[src/rtl/cfgrx_pkg.sv]
package cfgrx_pkg;

  typedef enum logic {
    MODE_LFP   = 1'b0,
    MODE_SPIKE = 1'b1
  } rec_mode_e;

  localparam int unsigned DEF_HDR_W  = 13;
  localparam logic [DEF_HDR_W-1:0] DEF_HDR_PAT = 13'b1111100110101;
  localparam int unsigned DEF_ADDR_W = 8;

  // mid-scale value of a code of the given width
  function automatic int unsigned mid_code(input int unsigned w);
    return 1 << (w - 1);
  endfunction

endpackage

[src/rtl/cfgrx_shift.sv]
module cfgrx_shift #(
  parameter int unsigned WIDTH = 56
) (
  input  logic             clk,
  input  logic             rst_n,
  input  logic             din,
  output logic [WIDTH-1:0] sr
);

  always_ff @(posedge clk or negedge rst_n) begin
    if (!rst_n) sr <= '0;
    else        sr <= {sr[WIDTH-2:0], din};
  end

endmodule

[src/rtl/cfgrx_frame_det.sv]
module cfgrx_frame_det #(
  parameter int unsigned      HDR_W    = 13,
  parameter int unsigned      ADDR_W   = 8,
  parameter logic [HDR_W-1:0] HDR_PAT  = 13'b1111100110101,
  parameter logic [ADDR_W-1:0] MOD_ADDR = 8'h2A,
  localparam int unsigned     TAG_W    = HDR_W + ADDR_W
) (
  input  logic [TAG_W-1:0] tag_bits,
  output logic             hit
);

  logic hdr_ok;
  logic addr_ok;

  assign hdr_ok  = (tag_bits[TAG_W-1 -: HDR_W] == HDR_PAT);
  assign addr_ok = (tag_bits[ADDR_W-1:0] == MOD_ADDR);
  assign hit     = hdr_ok & addr_ok;

endmodule

[src/rtl/cfgrx_hold.sv]
module cfgrx_hold #(
  parameter int unsigned NUM_CH = 4,
  parameter int unsigned BIAS_W = 4,
  parameter int unsigned GAIN_W = 3,
  parameter int unsigned TRIM_W = 3,
  localparam int unsigned CH_W  = BIAS_W + GAIN_W + 1,
  localparam int unsigned PAY_W = NUM_CH * CH_W + TRIM_W
) (
  input  logic                       clk,
  input  logic                       rst_n,
  input  logic                       commit,
  input  logic [PAY_W-1:0]           payload,
  output logic [NUM_CH*BIAS_W-1:0]   bias,
  output logic [NUM_CH*GAIN_W-1:0]   gain,
  output logic [NUM_CH-1:0]          mode,
  output logic [TRIM_W-1:0]          trim,
  output logic                       updated
);

  localparam logic [BIAS_W-1:0] BIAS_DEF = BIAS_W'(cfgrx_pkg::mid_code(BIAS_W));
  localparam logic [TRIM_W-1:0] TRIM_DEF = TRIM_W'(cfgrx_pkg::mid_code(TRIM_W));

  for (genvar c = 0; c < NUM_CH; c++) begin : g_ch
    logic [CH_W-1:0]   fld;
    logic [BIAS_W-1:0] bias_q;
    logic [GAIN_W-1:0] gain_q;
    logic              mode_q;

    // channel 0 sits at the most significant end of the payload
    assign fld = payload[PAY_W-1-c*CH_W -: CH_W];

    always_ff @(posedge clk or negedge rst_n) begin
      if (!rst_n) begin
        bias_q <= BIAS_DEF;
        gain_q <= '0;
        mode_q <= cfgrx_pkg::MODE_SPIKE;
      end else if (commit) begin
        bias_q <= fld[CH_W-1 -: BIAS_W];
        gain_q <= fld[GAIN_W:1];
        mode_q <= fld[0];
      end
    end

    assign bias[c*BIAS_W +: BIAS_W] = bias_q;
    assign gain[c*GAIN_W +: GAIN_W] = gain_q;
    assign mode[c]                  = mode_q;
  end

  always_ff @(posedge clk or negedge rst_n) begin
    if (!rst_n) begin
      trim    <= TRIM_DEF;
      updated <= 1'b0;
    end else begin
      updated <= commit;
      if (commit) trim <= payload[TRIM_W-1:0];
    end
  end

endmodule

[src/rtl/cfgrx_gain_dec.sv]
module cfgrx_gain_dec #(
  parameter int unsigned GAIN_W = 3,
  localparam int unsigned SEL_W = 1 << GAIN_W
) (
  input  logic [GAIN_W-1:0] code,
  output logic [SEL_W-1:0]  sel
);

  always_comb begin
    sel       = '0;
    sel[code] = 1'b1;
  end

endmodule

[src/rtl/cfg_pkt_rx.sv]
module cfg_pkt_rx #(
  parameter int unsigned       NUM_CH   = 4,
  parameter int unsigned       BIAS_W   = 4,
  parameter int unsigned       GAIN_W   = 3,
  parameter int unsigned       TRIM_W   = 3,
  parameter int unsigned       HDR_W    = cfgrx_pkg::DEF_HDR_W,
  parameter int unsigned       ADDR_W   = cfgrx_pkg::DEF_ADDR_W,
  parameter logic [HDR_W-1:0]  HDR_PAT  = cfgrx_pkg::DEF_HDR_PAT,
  parameter logic [ADDR_W-1:0] MOD_ADDR = 8'h2A,
  localparam int unsigned CH_W  = BIAS_W + GAIN_W + 1,
  localparam int unsigned PAY_W = NUM_CH * CH_W + TRIM_W,
  localparam int unsigned TAG_W = HDR_W + ADDR_W,
  localparam int unsigned PKT_W = TAG_W + PAY_W,
  localparam int unsigned SEL_W = 1 << GAIN_W
) (
  input  logic                      prog_clk,
  input  logic                      rst_n,
  input  logic                      prog_din,
  output logic [NUM_CH*BIAS_W-1:0]  fe_bias,
  output logic [NUM_CH*GAIN_W-1:0]  pga_gain,
  output logic [NUM_CH-1:0]         rec_spike,
  output logic [NUM_CH*SEL_W-1:0]   pga_sw_sel,
  output logic [TRIM_W-1:0]         cmp_trim,
  output logic                      cfg_updated
);

  logic [PKT_W-1:0] shift_q;
  logic             frame_hit;

  cfgrx_shift #(.WIDTH(PKT_W)) shift_i (
    .clk   (prog_clk),
    .rst_n (rst_n),
    .din   (prog_din),
    .sr    (shift_q)
  );

  // the start pattern and address are the oldest bits once a packet is aligned
  cfgrx_frame_det #(
    .HDR_W    (HDR_W),
    .ADDR_W   (ADDR_W),
    .HDR_PAT  (HDR_PAT),
    .MOD_ADDR (MOD_ADDR)
  ) det_i (
    .tag_bits (shift_q[PKT_W-1 -: TAG_W]),
    .hit      (frame_hit)
  );

  cfgrx_hold #(
    .NUM_CH (NUM_CH),
    .BIAS_W (BIAS_W),
    .GAIN_W (GAIN_W),
    .TRIM_W (TRIM_W)
  ) hold_i (
    .clk     (prog_clk),
    .rst_n   (rst_n),
    .commit  (frame_hit),
    .payload (shift_q[PAY_W-1:0]),
    .bias    (fe_bias),
    .gain    (pga_gain),
    .mode    (rec_spike),
    .trim    (cmp_trim),
    .updated (cfg_updated)
  );

  for (genvar c = 0; c < NUM_CH; c++) begin : g_dec
    cfgrx_gain_dec #(.GAIN_W(GAIN_W)) dec_i (
      .code (pga_gain[c*GAIN_W +: GAIN_W]),
      .sel  (pga_sw_sel[c*SEL_W +: SEL_W])
    );
  end

endmodule

[config.mk]
export PLATFORM = sky130hd
export DESIGN_NAME = cfg_pkt_rx
export DESIGN_NICKNAME = d
export VERILOG_FILES = /design/src/rtl/cfgrx_pkg.sv /design/src/rtl/cfgrx_shift.sv /design/src/rtl/cfgrx_frame_det.sv /design/src/rtl/cfgrx_hold.sv /design/src/rtl/cfgrx_gain_dec.sv /design/src/rtl/cfg_pkt_rx.sv
export SDC_FILE = /design/constraint.sdc
export NUM_CORES = 1
export LEC_CHECK = 0
export ABC_AREA = 1
export CAP_MARGIN = 15
export CELL_PAD_IN_SITES_DETAIL_PLACEMENT = 0
export CELL_PAD_IN_SITES_GLOBAL_PLACEMENT = 1
export CORE_ASPECT_RATIO = 0.8
export CORE_MARGIN = 2
export CORE_UTILIZATION = 30
export CTS_CLUSTER_DIAMETER = 200
export CTS_CLUSTER_SIZE = 10
export DETAILED_ROUTE_END_ITERATION = 12
export PLACE_DENSITY_LB_ADDON = 0.08
export SLEW_MARGIN = 15
export SYNTH_ARGS = -nofsm -noshare
export SYNTH_HDL_FRONTEND = slang
export SYNTH_HIERARCHICAL = 1
export SYNTH_SLANG_ARGS = --single-unit
export TNS_END_PERCENT = 20
[constraint.sdc]
create_clock -name prog_clk -period 2.7 [get_ports prog_clk]
set_input_delay 0.81 -clock prog_clk [delete_from_list [all_inputs] [get_ports prog_clk]]
set_output_delay 0.81 -clock prog_clk [all_outputs]
set_load 0.01 [all_outputs]
== Word level (Yosys, flattened, before mapping) ==
Index checks and enable logic that the tools add are counted.

* $add $sub $neg: 0
* Multiply operators: 0
* Divide/modulo/power cells: 0
* Magnitude comparators: 8
* Equal/unequal tests: 2
* Shift-type cells: 0
* Muxes and demuxes: 8
* Bitwise operators: 1
* Reduce and logical (&&, ||, !) cells: 4

{| class="wikitable"
|+ Operator list
! kind !! number
|-
| < comparator 3 x 4 -> 1 bit, second input constant || 4
|-
| equality test 13 bit, second input constant || 1
|-
| demux 1 bit (select 3 bit) || 4
|-
| greater-or-equal comparator 3 x 1 -> 1 bit, second input constant || 4
|-
| equality test 8 x 6 -> 1 bit, second input constant || 1
|-
| logical AND 1 bit || 4
|-
| two-way mux 1 bit || 4
|-
| AND 1 bit || 1
|}

* Bits in registers: 92
* Bits in latches: 0
* Memory bits (writable): 0
* Bits in read-only memories: 0
* Bits of input ports: 3
* Output and inout port bits: 68
* Word-level logic and storage cells: 38
* Memories: 0

== Depth between registers and ports, before layout ==
Gate-level depths: netlist of run 1.

* Word-level depth: 4
* Depth in mapped cells: 11
* Gate-level depth less buffers: 9

== Hierarchy ==
The synthesis of run 1 kept the hierarchy.

{| class="wikitable"
|+ Modules (own cells, without submodules)
! module !! instances !! cells an instance !! area an instance (µm²) !! seq. area each (µm²)
|-
| cfgrx_hold || 1 || 153 || 1448.9 || 912.1
|-
| cfgrx_shift || 1 || 56 || 1401.3 || 1401.3
|-
| cfgrx_gain_dec || 4 || 15 || 56.3 || 0.0
|-
| cfgrx_frame_det || 1 || 25 || 103.8 || 0.0
|}

== Least setup slack after synthesis of run 1 ==
No wires, ideal clock.

* Path type: register to output
* Start point: register hold_i.g_ch[1].gain_q[2]
* End point: output pga_sw_sel[10]
* Arrival: 0.743 ns
* Data required time: 1.890 ns
* Setup slack: 1.147 ns
* Cell stages (with the launch flop): 4
* Buffers on the path: 0
* Cells stage by stage: dfrtp_1 > inv_1 > nand2_1 > nor2_1

* Cells in the longest elaborated chain, start to end: 4
* Elaborated cells between the ends (all ways): 5
* Classes of those cells: 2 x order compare; 2 x mux; 1 x reduce/logical

{| class="wikitable"
|+ RTL lines
! what !! RTL line !! RTL
|-
| start, declared || cfgrx_hold.sv:26 || <nowiki>logic [GAIN_W-1:0] gain_q;</nowiki>
|-
| start signal, assigned || cfgrx_hold.sv:39 || <nowiki>gain_q <= fld[GAIN_W:1];</nowiki>
|-
| < comparator 3 x 4 -> 1 bit (implied by the code) or greater-or-equal comparator 3 x 1 -> 1 bit (tied branches) || cfgrx_gain_dec.sv:11 || <nowiki>sel[code] = 1'b1;</nowiki>
|-
| logical AND 1 bit (implied by the code) || cfgrx_gain_dec.sv:11 ||
|-
| two-way mux 1 bit (implied by the code) || cfgrx_gain_dec.sv:11 ||
|-
| demux 1 bit (select 3 bit) (*) || -- ||
|-
| end, declared || cfg_pkt_rx.sv:22 || <nowiki>output logic [NUM_CH*SEL_W-1:0] pga_sw_sel,</nowiki>
|}

Mark *: on every way between the ends. The rest lies on a longest branch, timed or not.

== Final worst setup path of run 1 ==
* Start point: register hold_i.g_ch[0].gain_q[2]
* End point: output pga_sw_sel[0]

* Cells in the longest elaborated chain, start to end: 4
* Elaborated cells between the ends (all ways): 5
* Classes of those cells: 2 x order compare; 2 x mux; 1 x reduce/logical

{| class="wikitable"
|+ RTL lines
! what !! RTL line
|-
| start, declared || cfgrx_hold.sv:26
|-
| start signal, assigned || cfgrx_hold.sv:39
|-
| < comparator 3 x 4 -> 1 bit (implied by the code) or greater-or-equal comparator 3 x 1 -> 1 bit (tied branches) || cfgrx_gain_dec.sv:11
|-
| logical AND 1 bit (implied by the code) || cfgrx_gain_dec.sv:11
|-
| two-way mux 1 bit (implied by the code) || cfgrx_gain_dec.sv:11
|-
| demux 1 bit (select 3 bit) (*) || --
|}

Marks and branches as above.

==> results of run 1 <==
cells by family after synthesis:
family	count (synthesis)	share of synthesized area
buf+inv	31	0.05942
flops	92	0.7277
simple gates	171	0.2129
flip-flops by register name (all words and copies together), names as in the netlist:
signal / flops
shift_i/sr: 56
hold_i/g_ch.bias_q: 16
hold_i/g_ch.gain_q: 12
hold_i/updated: 1
hold_i/trim: 3
hold_i/g_ch.mode_q: 4
per-layer routing:
metal,vias to the layer above,track usage,part of all wire
met2,37,0.1547,0.43
met3,10,0.04680,0.052
li1,1022,-,-
met5,-,0,0
met1,976,0.1561,0.50
met4,0,0.05060,0.015
how the worst max path moves through the flow:
stage | start | end | slack, ps | depth (start not counted)
2_1_floorplan | hold_i/g_ch[1].gain_q[2]$_DFFE_PN0P_ | pga_sw_sel[10] | 1150 | 3
3_3_place_gp | hold_i/g_ch[2].gain_q[2]$_DFFE_PN0P_ | pga_sw_sel[19] | 680 | 4
3_5_place_dp | hold_i/g_ch[1].gain_q[2]$_DFFE_PN0P_ | pga_sw_sel[11] | 680 | 4
4_1_cts | hold_i/g_ch[1].gain_q[2]$_DFFE_PN0P_ | pga_sw_sel[11] | 310 | 4
5_1_grt | hold_i/g_ch[0].gain_q[2]$_DFFE_PN0P_ | pga_sw_sel[3] | 200 | 4
6_report | hold_i/g_ch[0].gain_q[2]$_DFFE_PN0P_ | pga_sw_sel[0] | 340 | 4
power groups by stage:
stage	combinational [mW]	clock (mW)	sequential, mW
after global placement	0.0386	0	1.46
after CTS	0.0384	1.42	1.44
final	0.0353	1.38	1.44
after floorplan	0.00394	0	1.46
after detailed placement	0.0384	0	1.46
after global routing	0.0433	1.48	1.44
layout by cell type, fill, tap and decap left out:
cell type / count
dfrtp_1: 83
dfstp_2: 9
nor2_4: 1
nor2_2: 2
clkdlybuf4s50_1: 69
nand2_2: 10
buf_12: 1
inv_8: 1
inv_1: 15
nor2_1: 39
clkbuf_1: 1
nand4_1: 1
clkbuf_16: 9
buf_4: 3
clkbuf_8: 3
inv_2: 4
nand2_1: 118
clkinvlp_4: 1
bufinv_16: 2
final cells by class:
class	count	area, sq um
Fill cell	1003	5957
Clock inverter	3	67.56
Inverter	20	82.58
Clock buffer	13	270.3
Multi-Input combinational cell	171	681.9
Tap cell	140	175.2
Sequential cell	92	2313
Timing Repair Buffer	73	733.2
through the flow:
step | cell area [sq um] | util | setup slack, ps | cells | power, mW
global route | 4324 | 0.4206 | 196.0 | 512 | 2.961
global placement | 3986 | 0.3877 | 676.4 | 496 | 1.501
detailed placement | 3986 | 0.3877 | 675.4 | 496 | 1.501
floorplan | 3179 | - | 1147 | 294 | 1.460
finish | 4324 | 0.4206 | 339.9 | 512 | 2.849
CTS | 4324 | 0.4206 | 308.5 | 512 | 2.895
==> results_dict.tcl, run 1 <==
set metrics [dict create \
    status "completed" \
    min_period_ps 2360 \
    track_usage 0.1130 \
    slew_headroom 0.6682 \
    critPathArrivalTime_ps 1550 \
    max_cap_viol_count 0 \
    p_clk_frac 0.483 \
    finalMaxSlewViolations 0 \
    powerDensity_nw_per_um2 658.9 \
    r2r_start "shift_i/sr[41]$_DFF_PN0_" \
    netlist_area_sq_um 3179 \
    syn_inst 294 \
    min_to "shift_i/sr[49]$_DFF_PN0_" \
    crit_required_ps 1890 \
    yosys_warnings 6 \
    net-switching-power_mw 0.5377 \
    gp_congestion 0.6851 \
    fmax_ghz 0.4237 \
    syn_area_per_cell_sq_um 10.81 \
    die-area_sq_um 11440 \
    h-tree-depth 3 \
    hold-worst-slack_ps 371.0 \
    cts_inserted_buffers 9 \
    postRouteAntennaNets 0 \
    grt_overflow 0 \
    max_stage_delay_ps 540 \
    start_util 0.3092 \
    fin_skew_ps 7.629 \
    drive_gt1_frac 0.1237 \
    syn-num-nets 297 \
    cts-root-buf "clkbuf_16" \
    synth-seq-cells 92 \
    port_buffers 70 \
    cts_tree "done" \
    grt_pass1_vias 1933 \
    p_leak_nw 2.028 \
    dpl.hpwl_um 3758 \
    yosysMostFrequentCell "nand2_1" \
    fin_crit_sh 0.8741 \
    path_buf_inv 2 \
    cts_buffer_depth 2 \
    setup_tns_ps 0 \
    seq_power_share 0.505 \
    antenna_found_initial 0 \
    drtIter0Drc 115 \
    synth_top_cell_area_share 0.6533 \
    yosysSeqAreaShare 0.7277 \
    io_pins 71 \
    rows 33 \
    synth_commonest_cells "nand2_1 (118), dfrtp_1 (83), nor2_1 (39)" \
    swShare 0.1887 \
    crit_type "flop to primary output" \
    hp-class "flop to flop" \
    drt-pass1-iter-count 4 \
    setup_viol 0 \
    dieHeight_um 96.08 \
    hold_viol 0 \
    synthArstFlopShare 1.000 \
    hp-start "shift_i/sr[48]$_DFF_PN0_" \
    vias 2045 \
    wl_per_cell_um 11.33 \
    grt_pass1_wl_um 9860 \
    yosys-top-cells-area "dfrtp_1 (65%), nand2_1 (14%), dfstp_2 (7.4%)" \
    clk_pin_slew_ps 60 \
    grt_max_degree 93 \
    cp_slowest_cell "clkdlybuf4s50_1" \
    core_region_area_sq_um 10280 \
    die_w_um 119.1 \
    rr_endpoint "hold_i/g_ch[1].bias_q[3]$_DFFE_PN1P_" \
    holdPathStages 0 \
    cts_setup_buffers 0 \
    yosys.area.top_type "dfrtp_1" \
    drc_errors 0 \
    final_nets 370 \
    cts_resized 0 \
    path_max_fanout 5 \
    via_per_inst 3.994 \
    clk_latency_ps 340 \
    rrSetupSlack_ps 1080 \
    worst_slew_pin_slew_ps 497.8 \
    synth_edf_count 0 \
    worst-r2r-cell-count 8 \
    routed_wl_um 5800 \
    diodes 0 \
    ys.flop_type "dfrtp_1" \
    crit_chain "inv_1, nand2_1, nor2_1, clkdlybuf4s50_1" \
    cts_sinks 92 \
    ir_worst_vdd_uv 353.9 \
    p_int_mw 2.311 \
    crit_path_end_kind "primary output" \
    area_growth_pct 36.01 \
    cts_hold_buf 0 \
    grt_setup_unrepaired "no" \
    yosysUniqueCellTypes 13 \
    crit_family "buffers and inverters" \
    worst_setup_path_start_kind "flop" \
    p_comb_frac 0.012 \
]
(Power assumes the default switching activity.)
==> inputs of run 2 (changes only) <==
--- a/config.mk
+++ b/config.mk
@@ -10,7 +10,7 @@
 export CELL_PAD_IN_SITES_DETAIL_PLACEMENT = 0
 export CELL_PAD_IN_SITES_GLOBAL_PLACEMENT = 1
 export CORE_ASPECT_RATIO = 0.8
-export CORE_MARGIN = 2
+export CORE_MARGIN = 10
 export CORE_UTILIZATION = 30
 export CTS_CLUSTER_DIAMETER = 200
 export CTS_CLUSTER_SIZE = 10
==> results_dict.tcl, run 2 (synthesis gave the netlist of run 1 again) <==
set metrics [dict create \
    fin_skew_ps 5.140 \
    dieHeight_um 112.1 \
    net-switching-power_mw 0.5209 \
    die-area_sq_um 15140 \
    reg.largest.list "shift_i/sr: 56 flops, hold_i/g_ch.bias_q: 16 flops, hold_i/g_ch.gain_q: 12 flops" \
    postRouteAntennaNets 0 \
    start_util 0.3092 \
    drive_gt1_frac 0.1183 \
    ir_worst_vdd_uv 419.9 \
    grt_max_degree 48 \
    drc_errors 0 \
    core_region_area_sq_um 10280 \
    clk_latency_ps 330 \
    min_period_ps 2362 \
    worst_slew_pin_slew_ps 398.3 \
    track_usage 0.09300 \
    hold_viol 0 \
    diodes 0 \
    slew_headroom 0.7339 \
    routed_wl_um 6561 \
    cts_resized 0 \
    rows 33 \
    max_cap_viol_count 0 \
    fillCellCount 1006 \
    power_mw 2.561 \
    setup_viol 0 \
    p_comb_frac 0.015 \
    utilization 0.4129 \
    wl_per_cell_um 12.81 \
    area_growth_pct 33.53 \
    dr_wl_met3_um 444 \
    die_w_um 135.1 \
    wl_met1_um 3166 \
    regMostFlops "shift_i/sr" \
    worst-r2r-cell-count 8 \
    highest_layer "met4" \
    status "completed" \
    p_clk_frac 0.424 \
    path_max_fanout 5 \
    gp_congestion 0.6861 \
    antenna_found_initial 0 \
    cts_hold_buf 0 \
    fmax_ghz 0.4234 \
    multiInputGateArea_sq_um 681.9 \
    grt_overflow 0 \
    grt_pass1_wl_um 11270 \
    dpl.hpwl_um 4486 \
    setup_tns_ps 0 \
    crit_path_end_kind "primary output" \
    p_int_mw 2.040 \
    rrSetupSlack_ps 1130 \
    hold-worst-slack_ps 350.4 \
    swShare 0.2034 \
    cts_setup_buffers 0 \
    clk_pin_slew_ps 60 \
    rr_endpoint "hold_i/g_ch[3].bias_q[0]$_DFFE_PN0P_" \
    grt_pass1_vias 2076 \
    fin_cells 512 \
    p_leak_nw 1.996 \
    largest_reg_flops 56 \
    drt-pass1-iter-count 4 \
    cts_tree "done" \
    cts-root-buf "clkbuf_16" \
    vias 2043 \
    regArea_sq_um 2313 \
    hp-class "input pin to asynchronous set/reset pin" \
    r2r_start "shift_i/sr[41]$_DFF_PN0_" \
    final_cell_mix "nand2_1 (118), dfrtp_1 (83), clkdlybuf4s50_1 (69)" \
    finalMaxSlewViolations 0 \
    dp.cells 497 \
    cts_inserted_buffers 9 \
    final_nets 371 \
    worst_setup_path_start_kind "flop" \
    via_per_inst 3.990 \
    wl_met2_um 2881 \
    crit_type "flop to primary output" \
    critPathArrivalTime_ps 1550 \
    seq_power_share 0.561 \
    io_pins 71 \
    fin_crit_sh 0.8748 \
    crit_required_ps 1890 \
    h-tree-depth 3 \
    layout_commonest_cell "nand2_1" \
    drtIter0Drc 125 \
    grt_setup_unrepaired "no" \
    port_buffers 70 \
    powerDensity_nw_per_um2 603.3 \
    cts_sinks 92 \
    cts_buffer_depth 2 \
]
## run 2: worst max path at each step
stage	from	to	slack, ps	cells after the start
after floorplan	hold_i/g_ch[1].gain_q[2]$_DFFE_PN0P_	pga_sw_sel[10]	1150	3
after global placement	hold_i/g_ch[2].gain_q[2]$_DFFE_PN0P_	pga_sw_sel[18]	660	4
after detailed placement	hold_i/g_ch[2].gain_q[2]$_DFFE_PN0P_	pga_sw_sel[18]	670	4
after CTS	hold_i/g_ch[2].gain_q[2]$_DFFE_PN0P_	pga_sw_sel[18]	300	4
after global routing	hold_i/g_ch[1].gain_q[2]$_DFFE_PN0P_	pga_sw_sel[9]	200	4
final	hold_i/g_ch[2].gain_q[2]$_DFFE_PN0P_	pga_sw_sel[18]	340	4
## run 2: cell type report
cell class | count | share of cell area
multi-input combinational | 171 | 0.1606
clock inverter | 3 | 0.003537
tap | 140 | 0.04126
inverter | 20 | 0.01945
timing repair buffer | 74 | 0.1745
clock buffer | 12 | 0.05570
sequential | 92 | 0.5449
## run 2: power groups by stage
stage / logic [mW] / registers, mW / clock network [mW]
6_report: 0.0372 / 1.44 / 1.09
5_1_grt: 0.0449 / 1.44 / 1.21
4_1_cts: 0.0401 / 1.44 / 1.14
3_5_place_dp: 0.0400 / 1.46 / 0
3_3_place_gp: 0.0399 / 1.46 / 0
2_1_floorplan: 0.00394 / 1.46 / 0
## run 2: critical path, cell delays in order (launching register included)
cell and delay (ps):
dfrtp_1 430, inv_1 90, nand2_1 60, nor2_1 90, clkdlybuf4s50_1 550
## run 2: routing by layer
metal,track usage,vias to the layer above
met3,0.03788,5
met5,0,-
li1,-,1023
met1,0.1269,972
met4,0.03223,0
met2,0.1297,43
## run 2: per-stage QoR
step,worst slack [ps],cell area [sq um]
2_1_floorplan,1147,3179
3_3_place_gp,664.0,3994
3_5_place_dp,667.5,3994
4_1_cts,300.7,4245
5_1_grt,202.2,4245
6_report,337.9,4245
==> inputs of run 3 (changes only) <==
--- a/config.mk
+++ b/config.mk
@@ -15,7 +15,7 @@
 export CTS_CLUSTER_DIAMETER = 200
 export CTS_CLUSTER_SIZE = 10
 export DETAILED_ROUTE_END_ITERATION = 12
-export PLACE_DENSITY_LB_ADDON = 0.08
+export PLACE_DENSITY = 0.7
 export SLEW_MARGIN = 15
 export SYNTH_ARGS = -nofsm -noshare
 export SYNTH_HDL_FRONTEND = slang
==> results_dict.tcl, run 3 (synthesis gave the netlist of run 1 again) <==
set metrics [dict create \
    grt_setup_unrepaired "no" \
    regMostFlops "shift_i/sr" \
    routed_wl_um 6440 \
    worst_slack_ps 317.4 \
    drt-pass1-iter-count 4 \
    area_growth_pct 35.93 \
    drc_errors 0 \
    max_cap_viol_count 0 \
    powerDensity_nw_per_um2 669.8 \
    setup_viol 0 \
    status "completed" \
    p_clk_frac 0.491 \
    slew_headroom 0.5934 \
    cts_inserted_buffers 9 \
    layout_commonest_cell "nand2_1" \
    hp-class "flop to flop" \
    worst_setup_path_start_kind "flop" \
    crit_type "flop to primary output" \
    track_usage 0.08829 \
    dieHeight_um 112.1 \
    fin_skew_ps 8.512 \
    p_int_mw 2.351 \
    ir_worst_vdd_uv 356.1 \
    p_comb_frac 0.012 \
    min_period_ps 2383 \
    max_stage_delay_ps 540 \
    cts-root-buf "clkbuf_16" \
    p_leak_nw 2.030 \
    grt_pass1_wl_um 10650 \
    crit_path_end_kind "primary output" \
    gp_congestion 0.6931 \
    path_buf_inv 2 \
    wl_per_cell_um 12.60 \
    setup_tns_ps 0 \
    crit_required_ps 1890 \
    largest_reg_flops 56 \
    final_cell_mix "nand2_1 (118), dfrtp_1 (83), clkdlybuf4s50_1 (69)" \
    diodes 0 \
    seq_power_share 0.497 \
    crit_family "buffers and inverters" \
    fillCellCount 970 \
    cts_resized 0 \
    drtIter0Drc 97 \
    port_buffers 70 \
    die_w_um 135.1 \
    cts_setup_buffers 0 \
    multiInputGateArea_sq_um 681.9 \
    regArea_sq_um 2313 \
    grt_overflow 0 \
    finalMaxSlewViolations 0 \
    die-area_sq_um 15140 \
    start_util 0.3092 \
    drive_gt1_frac 0.1213 \
    grt_pass1_vias 2086 \
    cts_buffer_depth 2 \
    core_region_area_sq_um 10280 \
    antenna_found_initial 0 \
    crit_chain "inv_1, nand2_1, nor2_1, clkdlybuf4s50_1" \
    via_per_inst 4.012 \
    cts_hold_buf 0 \
    clk_latency_ps 340 \
    swShare 0.1878 \
    fmax_ghz 0.4197 \
    dpl.hpwl_um 4433 \
    final_nets 369 \
    postRouteAntennaNets 0 \
    cp_slowest_cell "clkdlybuf4s50_1" \
    critPathArrivalTime_ps 1570 \
    h-tree-depth 3 \
    worst_slew_pin_slew_ps 608.4 \
    clk_pin_slew_ps 60 \
    io_pins 71 \
    net-switching-power_mw 0.5437 \
    rows 33 \
    cts_sinks 92 \
    reg.largest.list "shift_i/sr: 56 flops, hold_i/g_ch.bias_q: 16 flops, hold_i/g_ch.gain_q: 12 flops" \
    grt_max_degree 51 \
    vias 2050 \
    cts_tree "done" \
    hold_viol 0 \
    place_ws_ps 661.0 \
    path_max_fanout 5 \
    fin_crit_sh 0.8824 \
]
==> run 3: stage by stage <==
step	utilization	area [sq um]	total power, mW	cells	hold slack, ps
4_1_cts	0.4203	4322	2.941	511	368.6
2_1_floorplan	-	3179	1.460	294	353.5
5_1_grt	0.4203	4322	3.013	511	371.9
3_3_place_gp	0.3870	3979	1.500	495	357.5
3_5_place_dp	0.3870	3979	1.502	495	358.4
6_report	0.4203	4322	2.895	511	366.8
==> run 3: worst paths after layout <==
kind | from | endpoint | slack [ps] | depth (start not counted)
max | hold_i/g_ch[0].gain_q[2]$_DFFE_PN0P_ | pga_sw_sel[0] | 320 | 4
min | shift_i/sr[33]$_DFF_PN0_ | shift_i/sr[34]$_DFF_PN0_ | 370 | 0
max reg2reg | shift_i/sr[39]$_DFF_PN0_ | hold_i/g_ch[1].mode_q$_DFFE_PN1P_ | 930 | 8
min reg2reg | shift_i/sr[33]$_DFF_PN0_ | shift_i/sr[34]$_DFF_PN0_ | 370 | 0
max in group asynchronous | rst_n | hold_i/g_ch[3].mode_q$_DFFE_PN1P_ | 1530 | 2
min in group asynchronous | rst_n | hold_i/g_ch[1].bias_q[2]$_DFFE_PN0P_ | 450 | 1
==> run 3: power by group through the flow <==
stage          registers [mW]  clock network, mW  logic (mW)
2_1_floorplan            1.46                  0     0.00394
4_1_cts                  1.44               1.46      0.0387
5_1_grt                  1.44               1.53      0.0430
3_5_place_dp             1.46                  0      0.0388
3_3_place_gp             1.46                  0      0.0376
6_report                 1.44               1.42      0.0356
==> run 3: layout make-up <==
class	count	share of cell area
Clock buffer	11	0.05617
Clock inverter	5	0.02316
Inverter	20	0.01911
Multi-Input combinational cell	171	0.1578
Sequential cell	92	0.5353
Tap cell	140	0.04053
Timing Repair Buffer	72	0.1679
==> run 3: metal layers <==
layer  track usage  wire length (um)  part of all wire
met1        0.1120              3071              0.48
met2        0.1238              2772              0.43
met4       0.02579                90             0.014
met3       0.05169               505             0.078
met5             0                 0                 0
